`src/rtl/flow_ctl.sv`:
```
module flow_ctl #(
  parameter int PCW = 16,
  parameter int TW = 16,
  parameter logic [PCW-1:0] RESET_PC = '0,
  parameter logic [PCW-1:0] IRQ_VEC = 16'hFF00
) (
  input  logic           clk,
  input  logic           rst_n,
  input  logic           op_valid,
  input  logic [7:0]     opcode,
  input  logic [1:0]     op_len,
  input  logic [PCW-1:0] operand,
  input  logic [7:0]     zp_val,
  input  logic           irq,
  input  logic           tmr_load,
  input  logic [TW-1:0]  tmr_value,
  output logic [PCW-1:0] fetch_pc,
  output logic           issue_rdy,
  output logic           in_irq,
  output logic [PCW-1:0] tbl_addr
);
  localparam logic [7:0] OP_JMP = 8'hEC, OP_CALL = 8'hED, OP_NOP = 8'hEE, OP_RET = 8'hEF;
  localparam logic [7:0] OP_JMPI = 8'hFC, OP_CALLI = 8'hFD, OP_BR = 8'hFE, OP_TBL = 8'hFF;

  logic [PCW-1:0] norm_pc, int_pc, link;
  logic [TW-1:0]  tmr;
  logic [PCW-1:0] nxt, link_nxt;
  logic           wr_link;

  assign issue_rdy = (tmr == '0);
  assign fetch_pc  = in_irq ? int_pc : norm_pc;
  assign tbl_addr  = link + {{(PCW-8){1'b0}}, zp_val};

  wire take_irq = issue_rdy & irq & ~in_irq;
  wire exec     = issue_rdy & op_valid & ~take_irq;
  wire irq_ret  = exec & in_irq & (opcode == OP_RET);

  always_comb begin
    nxt      = fetch_pc + PCW'(op_len);
    link_nxt = fetch_pc + PCW'(3);
    wr_link  = 1'b0;
    case (opcode)
      OP_JMP:   nxt = operand;
      OP_CALL:  begin nxt = operand; wr_link = 1'b1; end
      OP_NOP:   nxt = fetch_pc + PCW'(1);
      OP_RET:   nxt = link;
      OP_JMPI:  nxt = operand;
      OP_CALLI: begin nxt = operand; wr_link = 1'b1; link_nxt = fetch_pc + PCW'(2); end
      OP_BR:    nxt = fetch_pc + PCW'(2) + {{(PCW-8){operand[7]}}, operand[7:0]};
      OP_TBL:   nxt = operand;
      default:  ;
    endcase
  end

  always_ff @(posedge clk) begin
    if (!rst_n) begin
      norm_pc <= RESET_PC;
      int_pc  <= IRQ_VEC;
      link    <= '0;
      in_irq  <= 1'b0;
    end else if (take_irq) begin
      in_irq <= 1'b1;
      int_pc <= IRQ_VEC;
    end else if (irq_ret) begin
      in_irq <= 1'b0;
    end else if (exec) begin
      if (in_irq) int_pc <= nxt;
      else        norm_pc <= nxt;
      if (wr_link) link <= link_nxt;
    end
  end

  always_ff @(posedge clk) begin
    if (!rst_n)           tmr <= '0;
    else if (tmr_load)    tmr <= tmr_value;
    else if (!issue_rdy)  tmr <= tmr - TW'(1);
  end
endmodule


```
`config.mk`:
```
export PLATFORM = sky130hd
export DESIGN_NAME = flow_ctl
export DESIGN_NICKNAME = d
export VERILOG_FILES = /design/src/rtl/flow_ctl.sv
export SDC_FILE = /design/constraint.sdc
export NUM_CORES = 1
export LEC_CHECK = 0
export BUFFER_PORTS_ARGS = -buffer_cell sky130_fd_sc_hd__buf_2
export CORE_MARGIN = 2
export CORE_UTILIZATION = 40
export CTS_BUF_LIST = sky130_fd_sc_hd__clkbuf_8
export DETAILED_ROUTE_END_ITERATION = 7
export PLACE_DENSITY_LB_ADDON = 0.25
export SLEW_MARGIN = 10
export SYNTH_ARGS = -nofsm -noshare
export SYNTH_HDL_FRONTEND = slang
export SYNTH_SLANG_ARGS = --single-unit
```
`constraint.sdc`:
```
create_clock -name clk -period 4.4 [get_ports clk]
set_clock_uncertainty 0.05 [all_clocks]
set_input_delay 0.44 -clock clk [delete_from_list [all_inputs] [get_ports clk]]
set_output_delay 0.44 -clock clk [all_outputs]
set_load 0.01 [all_outputs]
```
==> results of run 1 <==
flip-flops by register name, indices dropped and copies added, names as in the netlist:
register	cells
link	16
int_pc	16
in_irq	1
tmr	16
norm_pc	16
layer usage:
metal	vias up	part of all wire	wire length [um]
li1	2799	-	-
met1	2470	0.49	8230
met2	173	0.43	7150
met3	25	0.058	967
met4	0	0.026	437
met5	-	0	0
stage by stage:
step,instance area [um2],std cells,hold slack [ns],total power [uW],utilization
final,6290,1006,0.245,1430,0.473
after global routing,6290,1006,0.248,1500,0.473
after CTS,6290,1006,0.230,1440,0.473
after detailed placement,6100,991,0.408,932,0.459
after global placement,6100,991,0.409,931,0.459
after floorplan,5480,744,0.381,840,-
logic make-up (layout without fill, tap and decap cells):
kind of cell | after synthesis | after routing | synth area share
compound gates | 198 | 198 | 0.227
fa+ha+maj | 33 | 33 | 0.0794
xor+xnor | 64 | 64 | 0.102
flops | 65 | 65 | 0.237
simple gates | 299 | 299 | 0.267
mux | 20 | 20 | 0.0374
buf+inv | 65 | 151 | 0.0497
synth_stat cells, types with 4 or more instances:
cell,n
a211oi_1,19
a21o_1,9
a21oi_1,74
a22o_1,9
a31oi_1,7
and2_1,4
and3_1,5
buf_2,4
clkbuf_1,20
dfxtp_1,65
ha_1,30
inv_1,33
mux2_2,4
mux2i_1,16
nand2_1,74
nand2b_1,10
nand3_1,19
nand3b_1,4
nand4_1,4
nor2_1,99
nor2b_1,20
nor3_1,25
o21a_1,4
o21ai_0,32
o22ai_1,6
o31ai_1,7
or2_2,4
or3_1,9
xnor2_1,48
xor2_1,16
layout make-up:
cell class	count	area, um2	area share
multi-input combinational	614	3910	0.622
clock buffer	9	124	0.0197
clock inverter	6	61.3	0.00975
inverter	35	133	0.0211
sequential	65	1300	0.207
tap	176	220	0.0350
timing repair buffer	101	538	0.0856
worst max path at each step:
stage | startpoint | to | slack [ns] | cells after the start
2_1_floorplan | in_irq$_SDFFE_PN0P_ | norm_pc[14]$_SDFFE_PN0P_ | 0.55 | 17
3_3_place_gp | in_irq$_SDFFE_PN0P_ | norm_pc[12]$_SDFFE_PN0P_ | 0.65 | 14
5_1_grt | in_irq$_SDFFE_PN0P_ | norm_pc[12]$_SDFFE_PN0P_ | 0.18 | 12
3_5_place_dp | in_irq$_SDFFE_PN0P_ | norm_pc[12]$_SDFFE_PN0P_ | 0.59 | 12
4_1_cts | in_irq$_SDFFE_PN0P_ | norm_pc[11]$_SDFFE_PN0P_ | 0.55 | 14
6_report | in_irq$_SDFFE_PN0P_ | norm_pc[12]$_SDFFE_PN0P_ | 0.46 | 14
tightest hold or removal path, delay by kind of cell:
| family | cells | cell delay, ns |
|---|---|---|
| compound gates | 1 | 0.05 |
| simple gates | 1 | 0.07 |
| buf+inv | 1 | 0.07 |
where the power goes:
part / internal [uW] / total (uW) / switching [uW]
clock network: 256 / 507 / 251
registers: 603 / 617 / 13.6
logic: 129 / 306 / 177
total: 989 / 1430 / 441
==> results.yml, run 1 <==
status:
  outcome: "complete, no violations"
global_routing:
  grt_pass1_vias: 5038
  overflow: 0
  grt.busiest_layer: "met2"
  met2_usage: 0.351
  use_met3: 0.0352
  met1_usage: 0.336
  grt_pass1_wl_um: 26700
  antenna_found_initial: 0
  grt.total_usage: 0.234
  grt_max_degree: 43
clocking:
  cts_root_buf: "clkbuf_8"
  cts.path.max_buffers: 2
  cts_tree: "built"
  path_clk_slew_ns: 0.08
  cts_resized: 0
  cts_hold_buf: 0
  clock-sinks: 65
  cts_buffers: 9
  post_cts_buffers: 0
  h-tree-depth: 3
  insertion_delay_ns: 0.38
timing:
  fin_ws_ns: 0.457
  post-route-period-util: 0.896
  setup_violations: 0
  slew_headroom: 0.415
  final-hold-violation-count: 0
  slew_violations: 0
  rsz0062_at_grt: "no"
  finalSetupTns_ns: 0
  max_freq_mhz: 254
  period_needed_ns: 3.94
  tightest_slew_ns: 0.871
layout:
  n_antenna_cell: 0
  layout_commonest_cell: "nor2_1"
  synthToLayoutAreaGrowth_pct: 14.7
  nFillCells: 1370
  drive_gt1_frac: 0.158
  final_cell_mix: "nor2_1 (99), buf_2 (88), a21oi_1 (74), nand2_1 (74), dfxtp_1 (65)"
  nets: 914
place:
  dpl_worst_slack_ns: 0.590
  dp_hpwl_um: 13100
  portBuffers: 88
  routabilityCongestion: 1.01
worst_setup_path:
  end_kind: "register"
  ff2ff_setup_slack_ns: 0.46
  reg2reg_from: "in_irq$_SDFFE_PN0P_"
  cp.arrival_ns: 4.19
  path_class: "register to register"
  cp-start-kind: "register"
  cpMaxStageDelayCell: "o311ai_0"
  critPathBufInv: 2
  rr_worst_depth: 14
  path_cells: "mux2i_1 -> buf_4 -> inv_1 -> ha_1 -> o211ai_1 -> nor2_1 -> xnor2_1 -> ha_1 -> or3_1 -> o31ai_1 -> a21oi_1 -> o311ai_0 -> nand3_1 -> a21oi_1"
  r2r-end: "norm_pc[12]$_SDFFE_PN0P_"
  cp_max_fo: 8
  critPathMaxStageDelay_ns: 0.66
  crit_required_ns: 4.64
  cp_top_family: "compound AO/OA/AOI/OAI gates"
yosys:
  synth_top_cell_by_area: "dfxtp_1"
  yosysTopAreaCellShare: 0.237
  async_reset_ff_frac: 0
  avgSynthCellArea_um2: 7.37
  ys_top_cells_by_area: "dfxtp_1 (24%), xnor2_1 (7.7%), ha_1 (6.8%), nor2_1 (6.8%), a21oi_1 (6.8%)"
  ys_warn_count: 0
  synth_ff_type: "dfxtp_1"
  syn_nets: 832
  syn_inst: 744
  synth_cell_types: 68
  synth-edff-count: 0
  synth.yosys.seq_area_share: 0.237
  ys_seq_elements: 65
  synth_area_mm2: 0.00548
floorplan:
  io_pins: 89
  die_area_mm2: 0.0147
  fp.dieH_um: 121
  die_x_um: 121
  rows: 42
  start_util: 0.412
  core_mm2: 0.0133
drt:
  antenna_left: 0
  drt_iter0_drc: 313
  firstDrtPassIters: 5
  via_per_inst: 5.43
  vias: 5467
  wirelength_um: 16800
  wl_per_cell_um: 16.7
  drc: 0
worst_hold_path:
  hp-start: "tmr_value[8]"
  holdPathEnd: "tmr[8]$_SDFFE_PN0P_"
  hold_class: "input port to register"
  hold_depth: 3
power:
  vdd_drop_max_uv: 213
  p_leak_uw: 0.00266
  power_density_mw_per_mm2: 227
run:
  drv_cap: 0
Note: power is estimated with default switching activity, not from simulation.
==> run 2, diff against run 1 <==
- clock period: 4.4 -> 4.7 ns (I/O delays scaled with it)
==> run 2 against run 1 <==
Compared with the run above: combinational power is 7.8% lower; core utilization down 0.16 points; via count about the same; register-to-register slack gained 0.31 ns; global-route usage is 0.18 points lower.
==> results.yml, run 2 (synthesis results as in run 1) <==
status:
  outcome: "complete, no violations"
place:
  routabilityCongestion: 0.958
  post_dp_cell_area_mm2: 0.00607
  dp_hpwl_um: 12900
  portBuffers: 88
worst_setup_path:
  crit_required_ns: 4.86
  end_kind: "register"
  reg2reg_from: "in_irq$_SDFFE_PN0P_"
  cp-start-kind: "register"
  r2r-end: "norm_pc[14]$_SDFFE_PN0P_"
  path_class: "register to register"
  cp.arrival_ns: 4.09
  ff2ff_setup_slack_ns: 0.77
  rr_worst_depth: 14
  cp_max_fo: 34
  crit_path_start: "in_irq$_SDFFE_PN0P_"
clocking:
  path_clk_slew_ns: 0.08
  cts_hold_buf: 0
  h-tree-depth: 3
  cts_buffers: 9
  cts.path.max_buffers: 2
  cts_resized: 0
  cts_root_buf: "clkbuf_8"
  clock-sinks: 65
  cts_tree: "built"
  insertion_delay_ns: 0.38
  post_cts_buffers: 0
floorplan:
  core_mm2: 0.0133
  start_util: 0.412
  io_pins: 89
  fp.dieH_um: 121
  rows: 42
  die_x_um: 121
  die_area_mm2: 0.0147
timing:
  period_needed_ns: 3.93
  final-hold-violation-count: 0
  slew_violations: 0
  tightest_slew_ns: 0.863
  timing.hold.ws_ns: 0.269
  setup_violations: 0
  slew_headroom: 0.421
  rsz0062_at_grt: "no"
  post-route-period-util: 0.836
  finalSetupTns_ns: 0
  max_freq_mhz: 254
drt:
  vias: 5462
  drc: 0
  antenna_left: 0
  wl_per_cell_um: 16.5
  firstDrtPassIters: 5
  wirelength_um: 16600
  via_per_inst: 5.45
  drt_iter0_drc: 259
global_routing:
  grt_max_degree: 43
  grt_pass1_vias: 5101
  grt.total_usage: 0.233
  overflow: 0
  antenna_found_initial: 0
  grt_pass1_wl_um: 26600
power:
  power_uw: 1350
  power_density_mw_per_mm2: 215
  vdd_drop_max_uv: 150
  p_leak_uw: 0.00264
worst_hold_path:
  holdPathEnd: "tmr[9]$_SDFFE_PN0P_"
  hp-start: "tmr_value[9]"
  hold_class: "input port to register"
  hold_depth: 3
layout:
  nets: 910
  nFillCells: 1354
  final_cell_mix: "nor2_1 (99), buf_2 (88), a21oi_1 (74), nand2_1 (74), dfxtp_1 (65)"
  drive_gt1_frac: 0.155
  synthToLayoutAreaGrowth_pct: 14.3
  fin_area_mm2: 0.00626
  layout_commonest_cell: "nor2_1"
  n_antenna_cell: 0
run:
  drv_cap: 0
-- run 2: how the worst max path moves through the flow --
| stage | to | depth (start not counted) |
|---|---|---|
| 3_5_place_dp | norm_pc[14]$_SDFFE_PN0P_ | 14 |
| 4_1_cts | norm_pc[14]$_SDFFE_PN0P_ | 14 |
| 6_report | norm_pc[14]$_SDFFE_PN0P_ | 14 |
| 2_1_floorplan | norm_pc[14]$_SDFFE_PN0P_ | 17 |
| 5_1_grt | norm_pc[14]$_SDFFE_PN0P_ | 13 |
| 3_3_place_gp | norm_pc[14]$_SDFFE_PN0P_ | 14 |
-- run 2: cell type report --
| cell class | count | area, um2 | share of cell area |
|---|---|---|---|
| tap | 176 | 220 | 0.0352 |
| timing repair buffer | 97 | 508 | 0.0811 |
| clock inverter | 7 | 70.1 | 0.0112 |
| clock buffer | 9 | 124 | 0.0198 |
| sequential | 65 | 1300 | 0.208 |
| inverter | 35 | 133 | 0.0212 |
| multi-input combinational | 614 | 3910 | 0.624 |
-- run 2: through the flow --
stage           util  instances  setup slack (ns)
3_5_place_dp   0.457        987             0.832
6_report       0.471       1003             0.769
5_1_grt        0.471       1003             0.493
2_1_floorplan      -        744             0.853
3_3_place_gp   0.457        987             0.953
4_1_cts        0.471       1003             0.778
-- run 2: power breakdown --
group	switching (uW)	leakage [uW]	internal [uW]	total, uW
clock network	244	0.0000931	243	487
registers	12.6	0.000527	565	578
logic	163	0.00202	120	282
total	419	0.00264	928	1350
-- run 2: layer usage --
metal  vias to the layer above  global-route usage  wire [um]
met4                         0               0.111        607
li1                       2796                   -          -
met5                         -                   0          0
met1                      2421               0.317       7810
met2                       212               0.354       6990
met3                        33              0.0418       1170
-- run 2: worst max-delay path, stage by stage (launching register included) --
cell and delay [ns]:
dfxtp_1 0.41, buf_4 0.39, mux2i_1 0.13, buf_4 0.19, a211o_1 0.33, nor3_1 0.45
nand2_1 0.13, xnor2_1 0.16, ha_1 0.34, mux2_2 0.35, a22o_1 0.20, a21oi_1 0.14
o22ai_1 0.09, a21oi_1 0.29, a31oi_1 0.13
